File: src/rtl/iq_pkg.sv
package iq_pkg;
  // Oldest-first order: smaller sequence number wins, then lower class index.
  function automatic logic ahead_of(input logic [31:0] sa, input int ia,
                                    input logic [31:0] sb, input int ib);
    return (sa < sb) || ((sa == sb) && (ia < ib));
  endfunction
endpackage

File: src/rtl/iq_class_queue.sv
module iq_class_queue #(
  parameter int DEPTH = 4,
  parameter int SEQ_W = 8
) (
  input  logic             clk,
  input  logic             rst_n,
  input  logic             push_en,
  input  logic [SEQ_W-1:0] push_seq,
  input  logic             push_sq,
  input  logic             push_mem,
  input  logic             pop_en,
  output logic             head_valid,
  output logic [SEQ_W-1:0] head_seq,
  output logic             head_sq,
  output logic             head_mem,
  output logic             full
);
  localparam int PW = $clog2(DEPTH + 1);

  logic [DEPTH-1:0]       vld_q, sq_q, mem_q;
  logic [DEPTH*SEQ_W-1:0] seq_q;
  logic [DEPTH-1:0]       a_v, a_sq, a_mem, b_v, b_sq, b_mem;
  logic [DEPTH*SEQ_W-1:0] a_seq, b_seq;
  logic [DEPTH-1:0]       n_v, n_sq, n_mem;
  logic [DEPTH*SEQ_W-1:0] n_seq;
  logic [PW-1:0]          pos;

  always_comb begin
    // remove head first, then place the newcomer behind every entry not younger
    a_v   = pop_en ? (vld_q >> 1) : vld_q;
    a_sq  = pop_en ? (sq_q  >> 1) : sq_q;
    a_mem = pop_en ? (mem_q >> 1) : mem_q;
    a_seq = pop_en ? (seq_q >> SEQ_W) : seq_q;
    b_v   = a_v   << 1;
    b_sq  = a_sq  << 1;
    b_mem = a_mem << 1;
    b_seq = a_seq << SEQ_W;
    pos = '0;
    for (int i = 0; i < DEPTH; i++)
      if (a_v[i] && (a_seq[i*SEQ_W +: SEQ_W] <= push_seq)) pos = pos + PW'(1);
    n_v = a_v; n_sq = a_sq; n_mem = a_mem; n_seq = a_seq;
    if (push_en) begin
      for (int i = 0; i < DEPTH; i++) begin
        if (PW'(i) == pos) begin
          n_v[i] = 1'b1; n_sq[i] = push_sq; n_mem[i] = push_mem;
          n_seq[i*SEQ_W +: SEQ_W] = push_seq;
        end else if (PW'(i) > pos) begin
          n_v[i] = b_v[i]; n_sq[i] = b_sq[i]; n_mem[i] = b_mem[i];
          n_seq[i*SEQ_W +: SEQ_W] = b_seq[i*SEQ_W +: SEQ_W];
        end
      end
    end
  end

  always_ff @(posedge clk or negedge rst_n) begin
    if (!rst_n) begin
      vld_q <= '0; sq_q <= '0; mem_q <= '0; seq_q <= '0;
    end else begin
      vld_q <= n_v; sq_q <= n_sq; mem_q <= n_mem; seq_q <= n_seq;
    end
  end

  assign head_valid = vld_q[0];
  assign head_seq   = seq_q[SEQ_W-1:0];
  assign head_sq    = sq_q[0];
  assign head_mem   = mem_q[0];
  assign full       = vld_q[DEPTH-1];

  // the top never pushes into a full queue
  a_r10_no_push_full: assert property (@(posedge clk) disable iff (!rst_n)
    push_en |-> !full);

  for (genvar i = 1; i < DEPTH; i++) begin : g_order
    // stored entries stay in nondecreasing sequence order
    a_r1_sorted: assert property (@(posedge clk) disable iff (!rst_n)
      vld_q[i] |-> (seq_q[i*SEQ_W +: SEQ_W] >= seq_q[(i-1)*SEQ_W +: SEQ_W]));
  end
endmodule

File: src/rtl/iq_select.sv
module iq_select #(
  parameter int NCLS    = 4,
  parameter int ISSUE_W = 2,
  parameter int SEQ_W   = 8,
  localparam int CLS_W  = $clog2(NCLS),
  localparam int CNT_W  = $clog2(ISSUE_W + 1)
) (
  input  logic [NCLS-1:0]          hv,
  input  logic [NCLS*SEQ_W-1:0]    hseq,
  input  logic [NCLS-1:0]          hsq,
  input  logic [NCLS-1:0]          unit_ok,
  input  logic                     can_go,
  output logic [NCLS-1:0]          pop,
  output logic [NCLS-1:0]          busy_evt,
  output logic [ISSUE_W-1:0]       slot_v,
  output logic [ISSUE_W*CLS_W-1:0] slot_cls,
  output logic [CNT_W-1:0]         n_issued
);
  int rank [NCLS];
  int used;

  always_comb begin
    pop = '0; busy_evt = '0; slot_v = '0; slot_cls = '0; used = 0;
    for (int c = 0; c < NCLS; c++) begin
      rank[c] = 0;
      for (int k = 0; k < NCLS; k++)
        if (k != c && hv[k] &&
            iq_pkg::ahead_of(32'(hseq[k*SEQ_W +: SEQ_W]), k,
                             32'(hseq[c*SEQ_W +: SEQ_W]), c))
          rank[c] = rank[c] + 1;
    end
    for (int r = 0; r < NCLS; r++) begin
      for (int c = 0; c < NCLS; c++) begin
        if (hv[c] && rank[c] == r && can_go && used < ISSUE_W) begin
          if (hsq[c]) begin
            pop[c] = 1'b1;
          end else if (unit_ok[c]) begin
            pop[c] = 1'b1;
            slot_v[used] = 1'b1;
            slot_cls[used*CLS_W +: CLS_W] = CLS_W'(c);
            used = used + 1;
          end else begin
            busy_evt[c] = 1'b1;
          end
        end
      end
    end
    n_issued = CNT_W'(used);
  end
endmodule

File: src/rtl/iq_unit_timer.sv
module iq_unit_timer #(
  parameter int NCLS  = 4,
  parameter int LAT_W = 3,
  parameter int SEQ_W = 8
) (
  input  logic                  clk,
  input  logic                  rst_n,
  input  logic [NCLS-1:0]       start,
  input  logic [NCLS*LAT_W-1:0] start_lat,
  input  logic [NCLS*SEQ_W-1:0] start_seq,
  input  logic [NCLS-1:0]       quick_rel,
  output logic [NCLS-1:0]       unit_busy,
  output logic [NCLS-1:0]       done_v,
  output logic [NCLS*SEQ_W-1:0] done_seq,
  output logic [NCLS-1:0]       release_o
);
  for (genvar c = 0; c < NCLS; c++) begin : g_unit
    logic [LAT_W-1:0] tmr_q;
    logic [SEQ_W-1:0] seq_q;
    logic             rel_q;

    always_ff @(posedge clk or negedge rst_n) begin
      if (!rst_n) begin
        tmr_q <= '0; seq_q <= '0; rel_q <= 1'b0;
      end else begin
        rel_q <= quick_rel[c];
        if (start[c]) begin
          tmr_q <= start_lat[c*LAT_W +: LAT_W] - LAT_W'(1);
          seq_q <= start_seq[c*SEQ_W +: SEQ_W];
        end else if (tmr_q != '0) begin
          tmr_q <= tmr_q - LAT_W'(1);
        end
      end
    end

    assign unit_busy[c] = (tmr_q != '0);
    assign done_v[c]    = (tmr_q == LAT_W'(1));
    assign done_seq[c*SEQ_W +: SEQ_W] = seq_q;
    assign release_o[c] = rel_q | done_v[c];

    // an occupied unpipelined unit never takes a new operation
    a_r7_no_restart: assert property (@(posedge clk) disable iff (!rst_n)
      (tmr_q != '0) |-> !start[c]);
  end
endmodule

File: src/rtl/oldest_first_issue.sv
module oldest_first_issue #(
  parameter int NCLS    = 4,
  parameter int ISSUE_W = 2,
  parameter int DEPTH   = 4,
  parameter int SEQ_W   = 8,
  parameter int LAT_W   = 3,
  localparam int CLS_W  = $clog2(NCLS),
  localparam int CNT_W  = $clog2(ISSUE_W + 1)
) (
  input  logic                     clk,
  input  logic                     rst_n,
  input  logic                     in_valid,
  output logic                     in_ready,
  input  logic [SEQ_W-1:0]         in_seq,
  input  logic [CLS_W-1:0]         in_cls,
  input  logic                     in_squash,
  input  logic                     in_mem,
  input  logic [NCLS-1:0]          fu_avail,
  input  logic [NCLS-1:0]          fu_needed,
  input  logic [NCLS*LAT_W-1:0]    op_lat,
  input  logic [NCLS*LAT_W-1:0]    iss_lat,
  input  logic                     exec_ready,
  output logic [ISSUE_W-1:0]       iss_valid,
  output logic [ISSUE_W*SEQ_W-1:0] iss_seq,
  output logic [ISSUE_W*CLS_W-1:0] iss_cls,
  output logic [ISSUE_W-1:0]       iss_now,
  output logic [ISSUE_W-1:0]       iss_free,
  output logic [NCLS-1:0]          done_valid,
  output logic [NCLS*SEQ_W-1:0]    done_seq,
  output logic [NCLS-1:0]          fu_release,
  output logic [NCLS-1:0]          fu_busy_evt,
  output logic [CNT_W-1:0]         issue_count
);
  logic [NCLS-1:0]       push_en, pop, q_full, h_v, h_sq, h_mem;
  logic [NCLS*SEQ_W-1:0] h_seq;
  logic [NCLS-1:0]       imm, unit_ok, unit_busy, take, start, quick_rel;

  assign in_ready = !q_full[in_cls];

  for (genvar c = 0; c < NCLS; c++) begin : g_cls
    assign push_en[c] = in_valid && in_ready && (in_cls == CLS_W'(c));
    iq_class_queue #(.DEPTH(DEPTH), .SEQ_W(SEQ_W)) u_q (
      .clk(clk), .rst_n(rst_n),
      .push_en(push_en[c]), .push_seq(in_seq), .push_sq(in_squash), .push_mem(in_mem),
      .pop_en(pop[c]),
      .head_valid(h_v[c]), .head_seq(h_seq[c*SEQ_W +: SEQ_W]),
      .head_sq(h_sq[c]), .head_mem(h_mem[c]), .full(q_full[c]));
  end

  always_comb begin
    for (int c = 0; c < NCLS; c++) begin
      imm[c] = !fu_needed[c] || (op_lat[c*LAT_W +: LAT_W] == LAT_W'(1)) ||
               (iss_lat[c*LAT_W +: LAT_W] <= LAT_W'(1));
      unit_ok[c]   = !fu_needed[c] || (fu_avail[c] && !unit_busy[c]);
      take[c]      = pop[c] && !h_sq[c];
      start[c]     = take[c] && !imm[c];
      quick_rel[c] = take[c] && fu_needed[c] && imm[c];
    end
  end

  iq_select #(.NCLS(NCLS), .ISSUE_W(ISSUE_W), .SEQ_W(SEQ_W)) u_sel (
    .hv(h_v), .hseq(h_seq), .hsq(h_sq), .unit_ok(unit_ok), .can_go(exec_ready),
    .pop(pop), .busy_evt(fu_busy_evt), .slot_v(iss_valid), .slot_cls(iss_cls),
    .n_issued(issue_count));

  always_comb begin
    for (int i = 0; i < ISSUE_W; i++) begin
      iss_seq[i*SEQ_W +: SEQ_W] = h_seq[iss_cls[i*CLS_W +: CLS_W]*SEQ_W +: SEQ_W];
      iss_now[i]  = imm[iss_cls[i*CLS_W +: CLS_W]];
      iss_free[i] = !h_mem[iss_cls[i*CLS_W +: CLS_W]];
    end
  end

  iq_unit_timer #(.NCLS(NCLS), .LAT_W(LAT_W), .SEQ_W(SEQ_W)) u_tmr (
    .clk(clk), .rst_n(rst_n), .start(start), .start_lat(iss_lat),
    .start_seq(h_seq), .quick_rel(quick_rel), .unit_busy(unit_busy),
    .done_v(done_valid), .done_seq(done_seq), .release_o(fu_release));

  // nothing leaves while the execute stage refuses
  a_r3_stall: assert property (@(posedge clk) disable iff (!rst_n)
    !exec_ready |-> (iss_valid == '0));

  // a class never pops twice in a cycle, so at most NCLS pops
  a_r11_pop_bound: assert property (@(posedge clk) disable iff (!rst_n)
    $countones(pop) <= $countones(h_v));
endmodule

File: config.mk
export PLATFORM = sky130hd
export DESIGN_NAME = oldest_first_issue
export DESIGN_NICKNAME = d
export VERILOG_FILES = /design/src/rtl/iq_pkg.sv /design/src/rtl/iq_class_queue.sv /design/src/rtl/iq_select.sv /design/src/rtl/iq_unit_timer.sv /design/src/rtl/oldest_first_issue.sv
export SDC_FILE = /design/constraint.sdc
export NUM_CORES = 1
export LEC_CHECK = 0
export BUFFER_PORTS_ARGS = -buffer_cell sky130_fd_sc_hd__buf_4
export CORE_UTILIZATION = 60
export CTS_CLUSTER_SIZE = 28
export DETAILED_ROUTE_END_ITERATION = 12
export PLACE_DENSITY = 0.78
export SYNTH_ARGS = -nofsm -noshare
export SYNTH_HDL_FRONTEND = slang
export SYNTH_HIERARCHICAL = 1
export SYNTH_SLANG_ARGS = --single-unit
File: constraint.sdc
create_clock -name clk -period 46 [get_ports clk]
set_input_delay 6.9 -clock clk [delete_from_list [all_inputs] [get_ports clk]]
set_output_delay 6.9 -clock clk [all_outputs]
set_load 0.1 [all_outputs]
==> flow_metrics.tcl <==
set metrics [dict create \
    numCtsBuffers 26 \
    portBuffers 120 \
    vias 20500 \
    synth-seq-cells 224 \
    mostFrequentLayoutCells "sky130_fd_sc_hd__ha_1, sky130_fd_sc_hd__dfrtp_1, sky130_fd_sc_hd__inv_1" \
    synth-simple-area-share_pct 17.9 \
    num_antenna_cells 0 \
    cts_max_level 1 \
    holdPathStages 1 \
    timing.hold.worst_endpoint "u_tmr/g_unit[2].seq_q[2]" \
    r2r.worst_path.cells 89 \
    dieHeight_um 198 \
    antenna_violating_nets_post_route 0 \
    synth_enable_flop_cells 0 \
    fill_cells 3111 \
    report.final.setup_viol 0 \
    async_flop_share_pct 100 \
    reg2reg_to "g_cls[3].u_q/mem_q[2]" \
    synth_xor_area_share_pct 2.47 \
    worst_hold_startpoint "u_tmr/g_unit[2].seq_q[2]" \
    post_cts_buffers 0 \
    starting_density_of_the_core_pct 61.2 \
    dp_cells 3092 \
    post_synthesis_mux_area_share_pct 15.8 \
    arrival_ns 24.45 \
    postSynthCellCount 2567 \
    crit_path_frequent_cell "sky130_fd_sc_hd__ha_1" \
    footprint_of_the_flip_flops_and_latches_um2 5610 \
    initial_antenna_violation_count 2 \
    globalplace.congestion 0.981 \
    design.portCount 121 \
    setup.worst_path.end_class "primary output" \
    synth_compound_area_share_pct 18.5 \
    grt.total_usage_pct 35.0 \
    post_drt_wl_per_cell_um 22.1 \
    ys_seq_area_share_pct 24.3 \
    synthToLayoutAreaGrowth_pct 8.10 \
    multi_input_logic_area_um2 16000 \
    layout.nets 2913 \
    cts.repair.resized 0 \
    num_rows 71 \
    clock_latency_ns 0.58 \
    fin_crit_ns 31.35 \
    max-cap-violations 0 \
    timing.critical_path.slowest_stage_cell "sky130_fd_sc_hd__o21ai_1" \
    clock.fmax_ghz 0.0319 \
    core-area_um2 37800 \
    required_ns 39.10 \
    clk_sink_count 224 \
    final.setup.tns_ns 0 \
    run_status "completed" \
    synth_area_um2 23100 \
    first_pass_grt_wire_length_um 108000 \
    slew_violations 0 \
    tritoncts "done" \
    slew_worst_pin_ns 1.20 \
    rsz0062_at_grt "no" \
    syn_avg_cell_area_um2 9.00 \
    hold_viol 0 \
    start_kind "primary input" \
    ff2ff_setup_slack_ns 23.37 \
    mostFrequentLayoutCell "sky130_fd_sc_hd__ha_1" \
    min-delay-path-class "reg2reg" \
    buffer_depth_of_the_longest_clock_path 3 \
    design.die.area_um2 39300 \
    post-dp-hpwl_um 52500 \
    filler_free_cell_count_of_the_finished_design 3139 \
    finalWirelength_um 69400 \
    clk_transition_reported_paths_ns 0.06 \
    cts_root_buffer "sky130_fd_sc_hd__clkbuf_16" \
    grt_remaining_overflow 0 \
    cp_slowest_stage_delay_ns 0.91 \
    drcViolationCount 0 \
    grt_max_degree 110 \
    drt_pre_antenna_iters 7 \
    cp_max_fo 12 \
    detail_route.iter0.violations 1895 \
    synth-adder-area-share_pct 14.0 \
    main_combinational_cell_family_by_area_after_synthesis "compound AO/OA/AOI/OAI gates" \
    final_setup_skew_ns 0.0455 \
    post_detailed_route_via_to_cell_ratio 6.53 \
    worst_r2r_startpoint "g_cls[0].u_q/seq_q[1]" \
    slew_headroom_pct 19.9 \
    horiz_die_dim_um 198 \
    critical_path_class "in2out" \
    synth_flop_cell "sky130_fd_sc_hd__dfrtp_1" \
    cts.hold.buffers_added 0 \
    ys_warn_count 6 \
    final_core_util_pct 66.1 \
    yosysUniqueCellTypes 107 \
    post-route-period-util_pct 68.2 \
    drive_gt1_share_pct 16.1 \
    first_global_vias 19400 \
]
## state kept, by name (all words and copies together), names as in the netlist
name                cells
u_tmr/g_unit.tmr_q     12
g_cls.u_q/sq_q         16
u_tmr/g_unit.rel_q      4
g_cls.u_q/seq_q       128
g_cls.u_q/vld_q        16
u_tmr/g_unit.seq_q     32
g_cls.u_q/mem_q        16
## cell type report
class	instances	area share, %
multi-input combinational	2009	64.1
sequential	224	22.4
timing repair buffer	137	4.15
inverter	211	3.18
clock buffer	35	2.90
tap	511	2.56
clock inverter	12	0.671
## routing by layer
layer / wire length (um) / vias up / track usage, %
li1: - / 9478 / -
met1: 29800 / 10000 / 49.1
met2: 31700 / 901 / 56.8
met3: 5950 / 111 / 4.16
met4: 1930 / 0 / 9.53
met5: 0 / - / 0
## worst max-delay path: cells and delay by family
| kind | cells | cell delay, ns |
|---|---|---|
| buffers and inverters | 9 | 1.02 |
| and+or+nand+nor | 22 | 5.52 |
| adders and majority gates | 10 | 3.44 |
| AOI/OAI and AO/OA | 14 | 4.23 |
| muxes | 5 | 1.48 |
| xor gates and xnor gates | 5 | 1.80 |
## logic make-up (layout without fill, tap and decap cells)
group,after synthesis,in the layout
and+or+nand+nor,780,780
AOI/OAI and AO/OA,604,604
buffers and inverters,345,395
muxes,308,308
adders and majority gates,260,260
DFF,224,224
xor gates and xnor gates,45,45
other,1,12
## stage by stage
stage                     setup WS, ns  hold slack (ns)  cell area, um2
final                            14.65            0.511           25000
after global routing             13.55            0.533           25000
after CTS                        15.03            0.517           25000
after detailed placement         15.11            0.498           24100
after global placement           15.70            0.494           24100
after floorplan                  16.08            0.480           23100
## how the worst max path moves through the flow
| stage | startpoint | endpoint | slack, ns | depth (start not counted) |
|---|---|---|---|---|
| 3_5_place_dp | fu_avail[0] | iss_seq[8] | 15.11 | 65 |
| 3_3_place_gp | fu_avail[0] | iss_seq[8] | 15.70 | 65 |
| 5_1_grt | fu_avail[0] | iss_seq[8] | 13.55 | 64 |
| 4_1_cts | fu_avail[0] | iss_seq[8] | 15.03 | 65 |
| 6_report | fu_avail[0] | iss_seq[8] | 14.65 | 65 |
| 2_1_floorplan | fu_avail[0] | iss_free[1] | 16.08 | 68 |
## synth_stat cells, drive strengths merged, types with 13 or more instances
master / instances / area share [%]
and2: 26 / 0.74
a21oi: 140 / 3.0
nand2: 205 / 3.3
o211ai: 24 / 0.78
buf: 85 / 2.7
mux2: 126 / 6.5
nor3: 42 / 1.2
nor2b: 61 / 1.7
nand3: 55 / 1.2
a21o: 25 / 0.81
nand4: 44 / 1.3
o2bb2ai: 25 / 0.95
o31ai: 31 / 1.0
nand2b: 37 / 1.0
mux2i: 161 / 7.0
dfrtp: 224 / 24
or2: 24 / 0.65
o21a: 25 / 0.81
a211oi: 22 / 0.90
a22oi: 25 / 0.81
clkbuf: 49 / 0.81
ha: 256 / 14
a31oi: 13 / 0.43
o21ai: 120 / 2.6
xnor2: 31 / 1.7
xor2: 13 / 0.62
nor4: 16 / 0.49
mux4: 21 / 2.3
nor3b: 15 / 0.49
nor2: 173 / 2.9
o22ai: 15 / 0.41
inv: 211 / 3.4
Power is not shown: default switching activity piles up to over one toggle a cycle in this logic, so the estimate is an artifact.
